## src/rtl/sdram_cmd_monitor.sv

```systemverilog
module sdram_cmd_monitor #(
  parameter int ADDR_W  = 12,
  parameter int BA_W    = 2,
  parameter int BL_W    = 3,
  parameter int BL_FULL = 7
) (
  input  logic              clk,
  input  logic              rst_n,
  input  logic              cke,
  input  logic              cs_n,
  input  logic              ras_n,
  input  logic              cas_n,
  input  logic              we_n,
  input  logic [BA_W-1:0]   ba,
  input  logic              a10,
  input  logic [ADDR_W-1:0] addr,
  input  logic [BL_W-1:0]   burst_len,
  output logic [9:0]        cmd_code,
  output logic [BA_W-1:0]   cmd_bank,
  output logic [ADDR_W:0]   cmd_addr,
  output logic              auto_pre,
  output logic              pre_all,
  output logic              illegal
);
  localparam int NB = 1 << BA_W;
  localparam int C_DSL = 0, C_NOP = 1, C_MRS = 2, C_ARF = 3, C_SRF = 4;
  localparam int C_ACT = 5, C_PRE = 6, C_WR = 7, C_RD = 8, C_BST = 9;

  logic          cke_q;
  logic [NB-1:0] bank_open;
  logic          fp_run;
  logic [BA_W-1:0] fp_bank;
  logic [9:0]    dec;

  always_comb begin
    dec = '0;
    if (cke_q) begin
      if (cs_n) dec[C_DSL] = 1'b1;
      else case ({ras_n, cas_n, we_n})
        3'b111: dec[C_NOP] = 1'b1;
        3'b000: dec[C_MRS] = 1'b1;
        3'b001: if (cke) dec[C_ARF] = 1'b1; else dec[C_SRF] = 1'b1;
        3'b011: dec[C_ACT] = 1'b1;
        3'b010: dec[C_PRE] = 1'b1;
        3'b100: dec[C_WR]  = 1'b1;
        3'b101: dec[C_RD]  = 1'b1;
        default: dec[C_BST] = 1'b1;
      endcase
    end
  end

  wire any_open = |bank_open;
  wire tgt_open = bank_open[ba];
  wire is_acc   = dec[C_RD] | dec[C_WR];
  wire is_glob  = dec[C_MRS] | dec[C_ARF] | dec[C_SRF];
  wire bad      = (is_glob & any_open) | (dec[C_ACT] & tgt_open) |
                  (is_acc & ~tgt_open) | (dec[C_BST] & ~fp_run);
  wire has_bank = dec[C_ACT] | dec[C_PRE] | is_acc;

  always_ff @(posedge clk) begin
    if (!rst_n) cke_q <= 1'b1;
    else        cke_q <= cke;
  end

  for (genvar i = 0; i < NB; i++) begin : g_bank
    wire hit = (ba == BA_W'(i));
    always_ff @(posedge clk) begin
      if (!rst_n) bank_open[i] <= 1'b0;
      else if (!bad) begin
        if (dec[C_ACT] && hit)                bank_open[i] <= 1'b1;
        else if (dec[C_PRE] && (a10 || hit))  bank_open[i] <= 1'b0;
        else if (is_acc && a10 && hit)        bank_open[i] <= 1'b0;
      end
    end
  end

  always_ff @(posedge clk) begin
    if (!rst_n) begin
      fp_run  <= 1'b0;
      fp_bank <= '0;
    end else if (!bad) begin
      if (is_acc) begin
        fp_run  <= (burst_len == BL_W'(BL_FULL)) && !a10;
        fp_bank <= ba;
      end else if (dec[C_BST]) begin
        fp_run <= 1'b0;
      end else if (dec[C_PRE] && (a10 || ba == fp_bank)) begin
        fp_run <= 1'b0;
      end
    end
  end

  always_ff @(posedge clk) begin
    if (!rst_n) begin
      cmd_code <= '0;
      cmd_bank <= '0;
      cmd_addr <= '0;
      auto_pre <= 1'b0;
      pre_all  <= 1'b0;
      illegal  <= 1'b0;
    end else begin
      cmd_code <= dec;
      cmd_bank <= has_bank ? ba : '0;
      cmd_addr <= dec[C_ACT] ? {a10, addr} : (is_acc ? {1'b0, addr} : '0);
      auto_pre <= is_acc & a10;
      pre_all  <= dec[C_PRE] & a10;
      illegal  <= bad;
    end
  end


  onehot_cmd_chk: assert property (@(posedge clk) disable iff (!rst_n)
    $onehot0(cmd_code));

  suspend_quiet_chk: assert property (@(posedge clk) disable iff (!rst_n)
    !cke_q |=> (cmd_code == '0));

  act_opens_chk: assert property (@(posedge clk) disable iff (!rst_n)
    (cmd_code[C_ACT] && !illegal) |-> bank_open[cmd_bank]);

  autopre_closes_chk: assert property (@(posedge clk) disable iff (!rst_n)
    (auto_pre && !illegal) |-> !bank_open[cmd_bank]);

  pre_all_idle_chk: assert property (@(posedge clk) disable iff (!rst_n)
    pre_all |-> (bank_open == '0));

  burst_on_open_chk: assert property (@(posedge clk) disable iff (!rst_n)
    fp_run |-> bank_open[fp_bank]);

  illegal_has_cmd_chk: assert property (@(posedge clk) disable iff (!rst_n)
    illegal |-> (cmd_code != '0 && !cmd_code[C_PRE] && !cmd_code[C_NOP] && !cmd_code[C_DSL]));
endmodule

```

## config.mk

```make
export PLATFORM = sky130hd
export DESIGN_NAME = sdram_cmd_monitor
export DESIGN_NICKNAME = d
export VERILOG_FILES = /design/src/rtl/sdram_cmd_monitor.sv
export SDC_FILE = /design/constraint.sdc
export NUM_CORES = 1
export LEC_CHECK = 0
export BUFFER_PORTS_ARGS = -buffer_cell sky130_fd_sc_hd__buf_2
export CAP_MARGIN = 5
export CORE_ASPECT_RATIO = 1.5
export CORE_UTILIZATION = 51
export CTS_BUF_LIST = sky130_fd_sc_hd__clkbuf_16
export CTS_CLUSTER_DIAMETER = 80
export DETAILED_ROUTE_END_ITERATION = 6
export PLACE_DENSITY_LB_ADDON = 0.05
export SLEW_MARGIN = 10
export SYNTH_ARGS = -nofsm -noshare
export SYNTH_HDL_FRONTEND = slang
export SYNTH_SLANG_ARGS = --single-unit
```

## constraint.sdc

```tcl
create_clock -name clk -period 2.85 [get_ports clk]
set_input_delay 0.285 -clock clk [delete_from_list [all_inputs] [get_ports clk]]
set_output_delay 0.285 -clock clk [all_outputs]
set_load 0.02 [all_outputs]
```

* Word level (Yosys, flattened, before mapping) *
Cells that the tools add are included.

word-level totals
  bits of input ports = 25
  flip-flop bits (word level) = 36
  output and inout bits = 28
  word-level logic and storage cells = 117

operators by class
  magnitude comparators = 1
  multiplexer cells = 32
  bitwise gates (word level) = 19
  equal/unequal tests = 11
  reduce and logical (&&, ||, !) cells = 39

operators by type and width
  cell                                                         number
  two-way mux 1 bit                                            26
  AND reduction 2 bit                                          8
  logical AND 1 bit                                            15
  nonzero test 3 bit                                           5
  two-way mux 13 bit                                           1
  equality test 3 bit (second input constant)                  4
  two-way mux 12 bit                                           1
  two-way mux 10 bit                                           1
  two-way mux 9 bit                                            1
  OR 1 bit                                                     8
  OR reduction 7 bit                                           1
  AND 1 bit                                                    6
  equality test 3 x 2 -> 1 bit (second input constant)         2
  logical OR 1 bit                                             5
  NOT 1 bit                                                    5
  equality test 2 bit (second input constant)                  2
  OR reduction 4 bit                                           1
  equality test 3 x 1 -> 1 bit (second input constant)         1
  zero test 3 bit                                              1
  less-than comparator 2 x 3 -> 1 bit (second input constant)  1
  OR reduction 3 bit                                           1
  binary-select mux 1 bit (select 2 bit)                       1
  equality test 2 x 1 -> 1 bit (second input constant)         1
  equality test 2 bit                                          1
  other kinds (3)                                              3

* Logic depth before layout (Yosys ltp) *
Gate-level depths: netlist (run 1).

  depth in word-level cells = 13
  mapped depth = 6
  mapped depth without buffers = 4

* Worst setup path after synthesis (run 1) *
No wires, ideal clock.

  path type = reg-to-reg
  start = register bank_open[3]
  end = register bank_open[0]
  data required time = 2.717 ns
  slack = 1.281 ns
  cell stages (with the launch flop) = 5
  setup time = 0.133 ns
  clock period less this slack = 1.569 ns
  arrival = 1.436 ns
  buffers on the path = 0
  path through = dfxtp_1 > or4_1 > a222oi_1 > o21a_2 > a31oi_1

on the way
  word-level cells in the longest chain between the ends = 8
  elaborated cells between the ends (all ways) = 12
  those cells by class = mux (2); bitwise (8); reduce/logical (2)

RTL lines
  what                                           RTL line  source
  from (decl)                                    30        logic [NB-1:0] bank_open;
  from (signal, indexed assignment)              68        if (!rst_n) bank_open[i] <= 1'b0;
  from (signal, indexed assignment)              70        if (dec[C_ACT] && hit) bank_open[i] <= 1'b1;
  from (signal, indexed assignment)              71        else if (dec[C_PRE] && (a10 || hit)) bank_open[i] <= 1'b0;
  binary-select mux 1 bit (select 2 bit)         53        wire tgt_open = bank_open[ba];
  two-way mux 1 bit (not written as such)        53
  AND 1 bit / NOT 1 bit (equally long branches)  56, 57
  OR 1 bit / AND 1 bit (equally long branches)   56, 57
  OR 1 bit *                                     56        wire bad = (is_glob & any_open) | (dec[C_ACT] & tgt_open) |
  OR 1 bit *                                     57        (is_acc & ~tgt_open) | (dec[C_BST] & ~fp_run);
  NOT 1 bit (no source line) *                   n/a
  AND reduction 2 bit (no source line) *         n/a

Every way passes the cells marked *; elsewhere a longest branch is shown, timed or not. The select of a mux whose other input is x is not followed.
A chain may end at the register's enable or synchronous reset.

* Worst setup path in the final report (run 1) *
  start = register bank_open[3]
  end = register bank_open[3]

Same word-level chain as after synthesis.

==> results of run 1 <==
final timing paths:
kind | slack, ps | endpoint
setup / recovery | 1140 | bank_open[3]$_SDFFE_PN0P_
hold / removal | 190 | cmd_code[4]$_SDFF_PN0_
setup reg to reg | 1140 | bank_open[3]$_SDFFE_PN0P_
hold reg to reg | 540 | fp_bank[0]$_SDFFE_PN0P_
cell usage in the layout, fill, tap and decap left out, drive strengths merged, types with 3 or more instances in the layout:
cell type,instances
o21ai,6
nor3,5
dfxtp,36
nand3,3
nor4,6
nor2,8
clkbuf,5
inv,5
a31oi,4
o21ba,3
nand2,9
a21oi,6
nand2b,7
and2,16
buf,52
nor2b,4
stage by stage:
stage,instances,util (%),cell area [µm²],power (µW)
after floorplan,149,-,1420,581
after global placement,230,63.8,1690,612
after detailed placement,230,63.8,1690,614
after CTS,238,69.1,1830,1120
after global routing,238,69.1,1830,1150
final,238,69.1,1830,1110
power by group through the flow:
stage | logic, µW | registers (µW) | clock network [µW]
after CTS | 88.6 | 515 | 513
after detailed placement | 88.3 | 525 | 0
after global placement | 86.4 | 525 | 0
after global routing | 97.5 | 515 | 541
final | 88.7 | 515 | 503
after floorplan | 45.7 | 535 | 0
final cells by class:
class | instances | area [µm²] | area share [%]
Clock buffer | 5 | 125 | 6.84
Multi-Input combinational cell | 101 | 647 | 35.4
Timing Repair Buffer | 52 | 260 | 14.2
Sequential cell | 36 | 721 | 39.4
Inverter | 4 | 15.0 | 0.821
Tap cell | 37 | 46.3 | 2.53
Clock inverter | 3 | 15.0 | 0.821
cell families (layout without fill, tap and decap cells):
kind of cell / count (synthesis) / count (layout) / share of synthesized area, %
and+or+nand+nor: 69 / 69 / 27.8
DFF: 36 / 36 / 50.9
AOI/OAI and AO/OA: 25 / 25 / 11.7
buffers and inverters: 12 / 64 / 3.44
muxes: 5 / 5 / 4.86
xor gates and xnor gates: 2 / 2 / 1.24
registers in the layout, indices dropped and copies added (netlist names):
signal,cells
cmd_bank,2
cmd_addr,13
fp_run,1
pre_all,1
cmd_code,10
cke_q,1
bank_open,4
illegal,1
auto_pre,1
fp_bank,2
routing by layer:
layer	vias up	part of all wire (%)	track usage (%)
li1	622	-	-
met1	550	40	22.2
met2	42	53	38.4
met3	9	4.6	5.15
met4	0	1.8	9.85
met5	-	0	0
==> results.rst, run 1 <==
.. list-table::
   :header-rows: 1

   * - Metric
     - Value
   * - Run status
     - finished, violations left
   * - Violated checks
     - design-rule violations
   * - Syn Inst Count
     - roughly 150
   * - Proportion of total power due to net switching
     - 21.9%
   * - Max clock buf depth
     - 2
   * - Drt pass-1 iters
     - 6
   * - Launch point of the critical path
     - bank_open[3]$_SDFFE_PN0P_
   * - Worst-Skew Late Latency
     - 270 ps
   * - Buffers & Inverters on Critical Path
     - 0
   * - Core region area
     - 0.00265 mm²
   * - Worst hold slack across all endpoints
     - roughly 190 ps
   * - Worst setup margin
     - 1140 ps
   * - Switch Pwr
     - ~240 µW
   * - Category of the critical setup timing path
     - reg2reg
   * - Number of flops mapped to enable cells by yosys
     - 0
   * - Capturing element type of the critical path
     - register
   * - Reg2reg start
     - bank_open[3]$_SDFFE_PN0P_
   * - Setup repair after global routing missed its margin
     - no
   * - Hold violation total from the final report
     - 0
   * - Most numerous cell in the Yosys netlist
     - sky130_fd_sc_hd__dfxtp_1
   * - Number of CTS-inserted buffers
     - 5
   * - First-pass GRT wire length
     - roughly 4700 µm
   * - Sort of element at the start of the critical path
     - register
   * - Register clock-pin slew on the reported worst setup and hold paths
     - ~50 ps
   * - Pin count of the biggest net entering global routing
     - 17
   * - Number of maximum-capacitance violations
     - 0
   * - Cell type group with the largest total delay on the critical path
     - compound AO/OA/AOI/OAI gates
   * - Combinational cell fraction of total power
     - 8.0%
   * - Total number of H-tree levels
     - 2
   * - Site Rows
     - 23
   * - VDD IR max
     - ~0.51 mV
   * - Yosys warnings
     - 0
   * - Antenna-violating nets left
     - 0
   * - Part of the cycle the worst path needs
     - 60.1%
   * - Clock root buffer master
     - sky130_fd_sc_hd__clkbuf_16
   * - Setup TNS Final
     - 0 ps
   * - Initial cell density of the core
     - 53.5%
   * - Final setup vio count
     - 0
   * - Die ar.
     - ~0.003 mm²
   * - Iteration-0 DRC count of the detailed router
     - 22
   * - Syn Std Cell Area
     - ~0.0014 mm²
   * - Via density per instance
     - around 5.1
   * - Headroom to the max-slew limit
     - between 60% and 70%
   * - Pwr dens
     - 605 mW/mm²
   * - Setup Skew
     - ~3.8 ps
   * - Total routed wirelength
     - approximately 3000 µm
   * - # diodes
     - 0
   * - Final critical path time including I/O delays and setup
     - 1710 ps
   * - Share of total power in sequential cells
     - around 47%
   * - IO buf count
     - 52
   * - Power share of the clock group
     - between 40% and 50%
   * - Antenna violations before repair
     - 0
   * - Cell count of the worst hold path
     - 2
   * - Die outline width
     - ~45 µm
   * - Most used standard cells in the synthesized netlist
     - sky130_fd_sc_hd__dfxtp_1, sky130_fd_sc_hd__and2_1, sky130_fd_sc_hd__nand2_1, sky130_fd_sc_hd__nor2_1, sky130_fd_sc_hd__nand2b_1
   * - Proportion of register bits with asynchronous set or reset after synthesis
     - 0%
   * - Die height
     - 66.5 µm
   * - Count of cell types in the netlist
     - 36
   * - Via Count
     - around 1,200
   * - Buffers inserted during post-CTS setup optimization
     - 0
   * - Mapped Nets
     - 174
   * - Required time of the critical path
     - between 2000 and 3000 ps
   * - Worst setup slack before clock tree synthesis
     - ~1100 ps
   * - Layout area overhead
     - 29.2%
   * - Wire length per cell after detailed routing
     - approximately 12 µm
   * - Tot GR Track Use
     - between 20% and 30%
   * - Data arrival time of the critical path
     - about 1900 ps
   * - Hold-fix buffers at CTS
     - 0
   * - Leading post-synthesis cells by cell area
     - sky130_fd_sc_hd__dfxtp_1, sky130_fd_sc_hd__and2_1, sky130_fd_sc_hd__nand2b_1, sky130_fd_sc_hd__nor4_1, sky130_fd_sc_hd__nand2_1
   * - Worst slew pin tran
     - between 500 and 600 ps
   * - Internal power summed over all cells
     - between 800 and 900 µW
   * - TritonCTS clock tree
     - built
   * - # resized after CTS
     - 0
   * - Mean area per synthesized cell
     - about 9.5 µm²
   * - Maximum net fanout on the critical path
     - 6
   * - Fraction of final layout cells with drive strength greater than 1
     - ~32%
   * - Cell type contributing the most total cell area after synthesis
     - sky130_fd_sc_hd__dfxtp_1
   * - Max stage delay on crit path
     - between 500 and 600 ps
   * - R2R cell count
     - 4
   * - Total half-perimeter wirelength after legalization and detailed placement
     - between 2000 and 2500 µm
   * - Routability Congestion
     - approximately 0.83
   * - Filler Cells Inserted
     - roughly 240
   * - Vias in the first global route
     - roughly 1,100
   * - Number of top-level pins
     - 53
   * - Critical Path Slowest Stage Cell
     - sky130_fd_sc_hd__or4_1
   * - Max Transition Viols Final
     - 0
   * - Most common flop cell mapped by yosys
     - sky130_fd_sc_hd__dfxtp_1
   * - Number of storage elements in the synthesis netlist
     - 36
   * - Clock sink total
     - 36
   * - Max Freq
     - roughly 0.6 GHz
   * - Series of cell instances along the critical path
     - or4_1 -> a222oi_1 -> o21a_2 -> a31oi_1
   * - Fin nets
     - approximately 230
   * - Hold WC Path Type
     - in2reg
   * - Share of the synthesized area in the top cell type
     - between 50% and 60%
   * - Overflow after GRT
     - 0
   * - Leakage power figure
     - between 0.0008 and 0.0009 µW
   * - Part of the Yosys area used for sequential elements
     - roughly 51%
   * - Hold Crit Start
     - cke
   * - Crit path depth
     - 4
   * - Count of unresolved DRC violations after routing
     - 2
(Power assumes the default switching activity.)
==> run 2: changes to the inputs <==
--- a/config.mk
+++ b/config.mk
@@ -5,10 +5,11 @@
 export SDC_FILE = /design/constraint.sdc
 export NUM_CORES = 1
 export LEC_CHECK = 0
+export ABC_AREA = 1
 export BUFFER_PORTS_ARGS = -buffer_cell sky130_fd_sc_hd__buf_2
 export CAP_MARGIN = 5
 export CORE_ASPECT_RATIO = 1.5
-export CORE_UTILIZATION = 51
+export CORE_UTILIZATION = 48
 export CTS_BUF_LIST = sky130_fd_sc_hd__clkbuf_16
 export CTS_CLUSTER_DIAMETER = 80
 export DETAILED_ROUTE_END_ITERATION = 6
==> constraint.sdc (replaced) <==
create_clock -name clk -period 1.7 [get_ports clk]
set_input_delay 0.17 -clock clk [delete_from_list [all_inputs] [get_ports clk]]
set_output_delay 0.17 -clock clk [all_outputs]
set_load 0.02 [all_outputs]
==> run 2 against run 1 <==
  * The flow now finishes without violations
  * Via count is 13% higher
  * Register-to-register slack worse by 920 ps
  * Sequential power is 68% higher
  * Critical endpoint is now fp_run$_SDFFE_PN0P_
  * First-iteration DRC count is 14% lower
  * Critical path depth is 4 higher
  * Sequential cell count stayed put
  * Sequential share of layout area is 2.5 points lower
  * Worst setup slack worse by 920 ps
  * Synthesized cell count is 32% higher
  * Final cell count is 24% higher
  * Critical path type unchanged
==> results.rst, run 2 <==
.. list-table::
   :header-rows: 1

   * - Metric
     - Value
   * - Syn Std Cell Area
     - between 0.001 and 0.0015 mm²
   * - Main combinational cell family by area after synthesis
     - simple AND/OR/NAND/NOR gates
   * - Final critical path time including I/O delays and setup
     - ~1500 ps
   * - Count of unresolved DRC violations after routing
     - 0
   * - Cell count of the worst hold path
     - 3
   * - # resized after CTS
     - 0
   * - Xor-xnor portion of the synthesized cell area
     - 1.17%
   * - Leading cell type in the layout, fill and taps excluded
     - sky130_fd_sc_hd__nand2_1
   * - Drt pass-1 iters
     - 4
   * - Hold Crit Start
     - addr[7]
   * - Leading post-synthesis cells by cell area
     - sky130_fd_sc_hd__dfxtp_1, sky130_fd_sc_hd__nand2_1, sky130_fd_sc_hd__nor2_1, sky130_fd_sc_hd__inv_1, sky130_fd_sc_hd__nand3_1
   * - Most common flop cell mapped by yosys
     - sky130_fd_sc_hd__dfxtp_1
   * - TritonCTS clock tree
     - built
   * - Highest-count cells in the layout ignoring fill and taps
     - sky130_fd_sc_hd__nand2_1, sky130_fd_sc_hd__buf_2, sky130_fd_sc_hd__nor2_1
   * - Cell type contributing the most total cell area after synthesis
     - sky130_fd_sc_hd__dfxtp_1
   * - Overflow after GRT
     - 0
   * - Max Transition Viols Final
     - 0
   * - Worst setup slack before clock tree synthesis
     - between 200 and 250 ps
   * - Most used standard cells in the synthesized netlist
     - sky130_fd_sc_hd__nand2_1, sky130_fd_sc_hd__nor2_1, sky130_fd_sc_hd__dfxtp_1, sky130_fd_sc_hd__inv_1, sky130_fd_sc_hd__nand3_1
   * - Number of flops mapped to enable cells by yosys
     - 0
   * - Maximum net fanout on the critical path
     - 11
   * - Worst-Skew Late Latency
     - approximately 270 ps
   * - Max Freq
     - about 0.67 GHz
   * - Simple-gate share of the synthesized area
     - 39.5%
   * - Setup TNS Final
     - 0 ps
   * - Share of the synthesized area in the top cell type
     - 48.1%
   * - Core region area
     - 0.00294 mm²
   * - Via Count
     - between 1,000 and 1,500
   * - Total routed wirelength
     - approximately 3200 µm
   * - Number of storage elements in the synthesis netlist
     - 36
   * - Number of top-level pins
     - 53
   * - Max reg flops
     - 13
   * - Iteration-0 DRC count of the detailed router
     - 19
   * - Pin count of the biggest net entering global routing
     - 14
   * - Share of the synthesized area in compound gates (AO/OA/AOI/OAI)
     - 3.34%
   * - Fin nets
     - 280
   * - Site Rows
     - 24
   * - Share of total power in sequential cells
     - a little under half
   * - Final standard cell area without fillers
     - 0.00195 mm²
   * - Reg-to-reg critical path endpoint
     - fp_run$_SDFFE_PN0P_
   * - Yosys warnings
     - 0
   * - Routability Congestion
     - ~0.8
   * - VDD IR max
     - around 0.75 mV
   * - Die outline width
     - roughly 48 µm
   * - Category of the critical setup timing path
     - reg2reg
   * - Pwr dens
     - 981 mW/mm²
   * - Cell repeated most along the worst path
     - sky130_fd_sc_hd__nor2_2
   * - Proportion of register bits with asynchronous set or reset after synthesis
     - 0%
   * - Count of cell types in the netlist
     - 25
   * - Syn Inst Count
     - 197
   * - Top register by number of flip-flops
     - cmd_addr
   * - Hold WC Path Type
     - in2reg
   * - Run status
     - complete, no violations
   * - Required time of the critical path
     - 1870 ps
   * - Hold-fix buffers at CTS
     - 0
   * - Wire length per cell after detailed routing
     - about 11 µm
   * - Proportion of synthesized area in mux cells
     - 0%
   * - Sort of element at the start of the critical path
     - register
   * - Antenna violations before repair
     - 0
   * - Data arrival time of the critical path
     - between 1500 and 2000 ps
   * - Setup Skew
     - approximately 3.6 ps
   * - Mean area per synthesized cell
     - around 7.6 µm²
   * - Final setup vio count
     - 0
   * - Critical Path Slowest Stage Cell
     - sky130_fd_sc_hd__dfxtp_1
   * - IO buf count
     - 52
   * - Initial cell density of the core
     - about 51%
   * - Buffers inserted during post-CTS setup optimization
     - 0
   * - R2R cell count
     - 8
   * - Total number of H-tree levels
     - 2
   * - Clock sink total
     - 36
   * - Leakage power figure
     - between 0.001 and 0.0015 µW
   * - Die ar.
     - about 0.0034 mm²
   * - Capturing element type of the critical path
     - register
   * - Series of cell instances along the critical path
     - nand3_4 -> nor2_2 -> nand3_2 -> nand2_1 -> nor2_2 -> buf_4 -> a21oi_2 -> nor2_1
   * - Clock root buffer master
     - sky130_fd_sc_hd__clkbuf_16
   * - Part of the cycle the worst path needs
     - 87.2%
   * - Headroom to the max-slew limit
     - between 70% and 80%
   * - Placed Instance Area
     - 0.00181 mm²
   * - Fraction of final layout cells with drive strength greater than 1
     - roughly a third
   * - Number of maximum-capacitance violations
     - 0
   * - Proportion of total power due to net switching
     - 23.5%
   * - Number of CTS-inserted buffers
     - 5
   * - # diodes
     - 0
   * - Switch Pwr
     - approximately 450 µW
   * - Reg2reg start
     - cke_q$_SDFF_PN1_
   * - Setup repair after global routing missed its margin
     - no
   * - Worst reg-to-reg setup slack
     - between 200 and 250 ps
   * - Most numerous cell in the Yosys netlist
     - sky130_fd_sc_hd__nand2_1
   * - Internal power summed over all cells
     - approximately 1500 µW
   * - Tot GR Track Use
     - a little over a fifth
   * - Vias in the first global route
     - between 1,000 and 1,500
   * - Register clock-pin slew on the reported worst setup and hold paths
     - around 50 ps
   * - Antenna-violating nets left
     - 0
   * - Adder-cell share of the synthesized area
     - 0%
   * - Die height
     - 70.4 µm
   * - Mapped Nets
     - between 200 and 250
   * - Max stage delay on crit path
     - around 380 ps
   * - Hold violation total from the final report
     - 0
   * - WHS Endpoint
     - cmd_addr[7]$_SDFF_PN0_
   * - Worst slew pin tran
     - 357 ps
   * - Max clock buf depth
     - 2
   * - Worst setup margin
     - 218 ps
   * - Largest registers
     - cmd_addr (13), cmd_code (10), bank_open (4)
   * - First-pass GRT wire length
     - roughly 5200 µm
   * - Power share of the clock group
     - 45.2%
   * - Via density per instance
     - roughly 4.7
   * - Part of the Yosys area used for sequential elements
     - roughly half
   * - Combinational cell fraction of total power
     - under 10%
   * - Layout area overhead
     - 30.3%
   * - Total half-perimeter wirelength after legalization and detailed placement
     - between 2000 and 2500 µm
-- run 2: changes by cell type after synthesis, moves of 5 or more --
cell,previous run,this run
sky130_fd_sc_hd__nand3_2,0,5
sky130_fd_sc_hd__nand3_1,3,10
sky130_fd_sc_hd__inv_2,0,6
sky130_fd_sc_hd__nand2b_1,7,0
sky130_fd_sc_hd__nor4_1,6,1
sky130_fd_sc_hd__nand2_1,9,54
sky130_fd_sc_hd__a21oi_1,6,0
sky130_fd_sc_hd__and2_1,16,0
sky130_fd_sc_hd__nor2_1,8,37
sky130_fd_sc_hd__inv_1,4,16
-- run 2: worst max-delay path by stage --
stage,from,end,slack [ps],cells after the start
CTS,cke_q$_SDFF_PN1_,fp_run$_SDFFE_PN0P_,220,8
floorplan,cke_q$_SDFF_PN1_,fp_run$_SDFFE_PN0P_,380,8
global placement,cke_q$_SDFF_PN1_,fp_run$_SDFFE_PN0P_,270,8
global route,cke_q$_SDFF_PN1_,fp_run$_SDFFE_PN0P_,130,9
detailed placement,cke_q$_SDFF_PN1_,fp_run$_SDFFE_PN0P_,230,8
finish,cke_q$_SDFF_PN1_,fp_run$_SDFFE_PN0P_,220,8
-- run 2: final cells by class --
cell class	instances	area (µm²)
clock buffers	5	125
clock inverters	3	18.8
fillers	300	990
inverters	22	82.6
multi-input cells	133	659
flip-flops and latches	36	721
well taps	39	48.8
repair buffers	57	298
-- run 2: logic make-up (layout without fill, tap and decap cells) --
group,after synthesis,after routing
AND/OR/NAND/NOR,125,125
buffers and inverters,28,87
XOR/XNOR,2,2
flip-flops,36,36
AO/OA/AOI/OAI,6,6
-- run 2: per-layer routing --
layer / global-route usage [%] / vias up / routed length (µm)
met5: 0 / - / 0
met4: 9.26 / 0 / 55
met1: 22.3 / 616 / 1270
met2: 38.1 / 35 / 1710
li1: - / 721 / -
met3: 4.91 / 6 / 131
-- run 2: critical path, delay by kind of cell, from the launching register on --
kind | cells | cell delay (ps)
flip-flops | 1 | 380
buffers and inverters | 1 | 180
AND/OR/NAND/NOR | 6 | 710
AO/OA/AOI/OAI | 1 | 120
-- run 2: power groups by stage --
stage / Combinational, µW / Clock [µW] / Sequential, µW
after global placement: 184 / 0 / 884
final: 184 / 867 / 866
after CTS: 185 / 885 / 866
after global routing: 202 / 926 / 868
after floorplan: 98.7 / 0 / 902
after detailed placement: 183 / 0 / 884
-- run 2: through the flow --
stage          utilization (%)  total power (µW)  hold WS (ps)  std cells
2_1_floorplan                -              1000           288        197
3_3_place_gp              61.5              1070           403        287
3_5_place_dp              61.5              1070           404        287
4_1_cts                   66.4              1940           115        295
5_1_grt                   66.4              2000           116        295
6_report                  66.4              1920           119        295
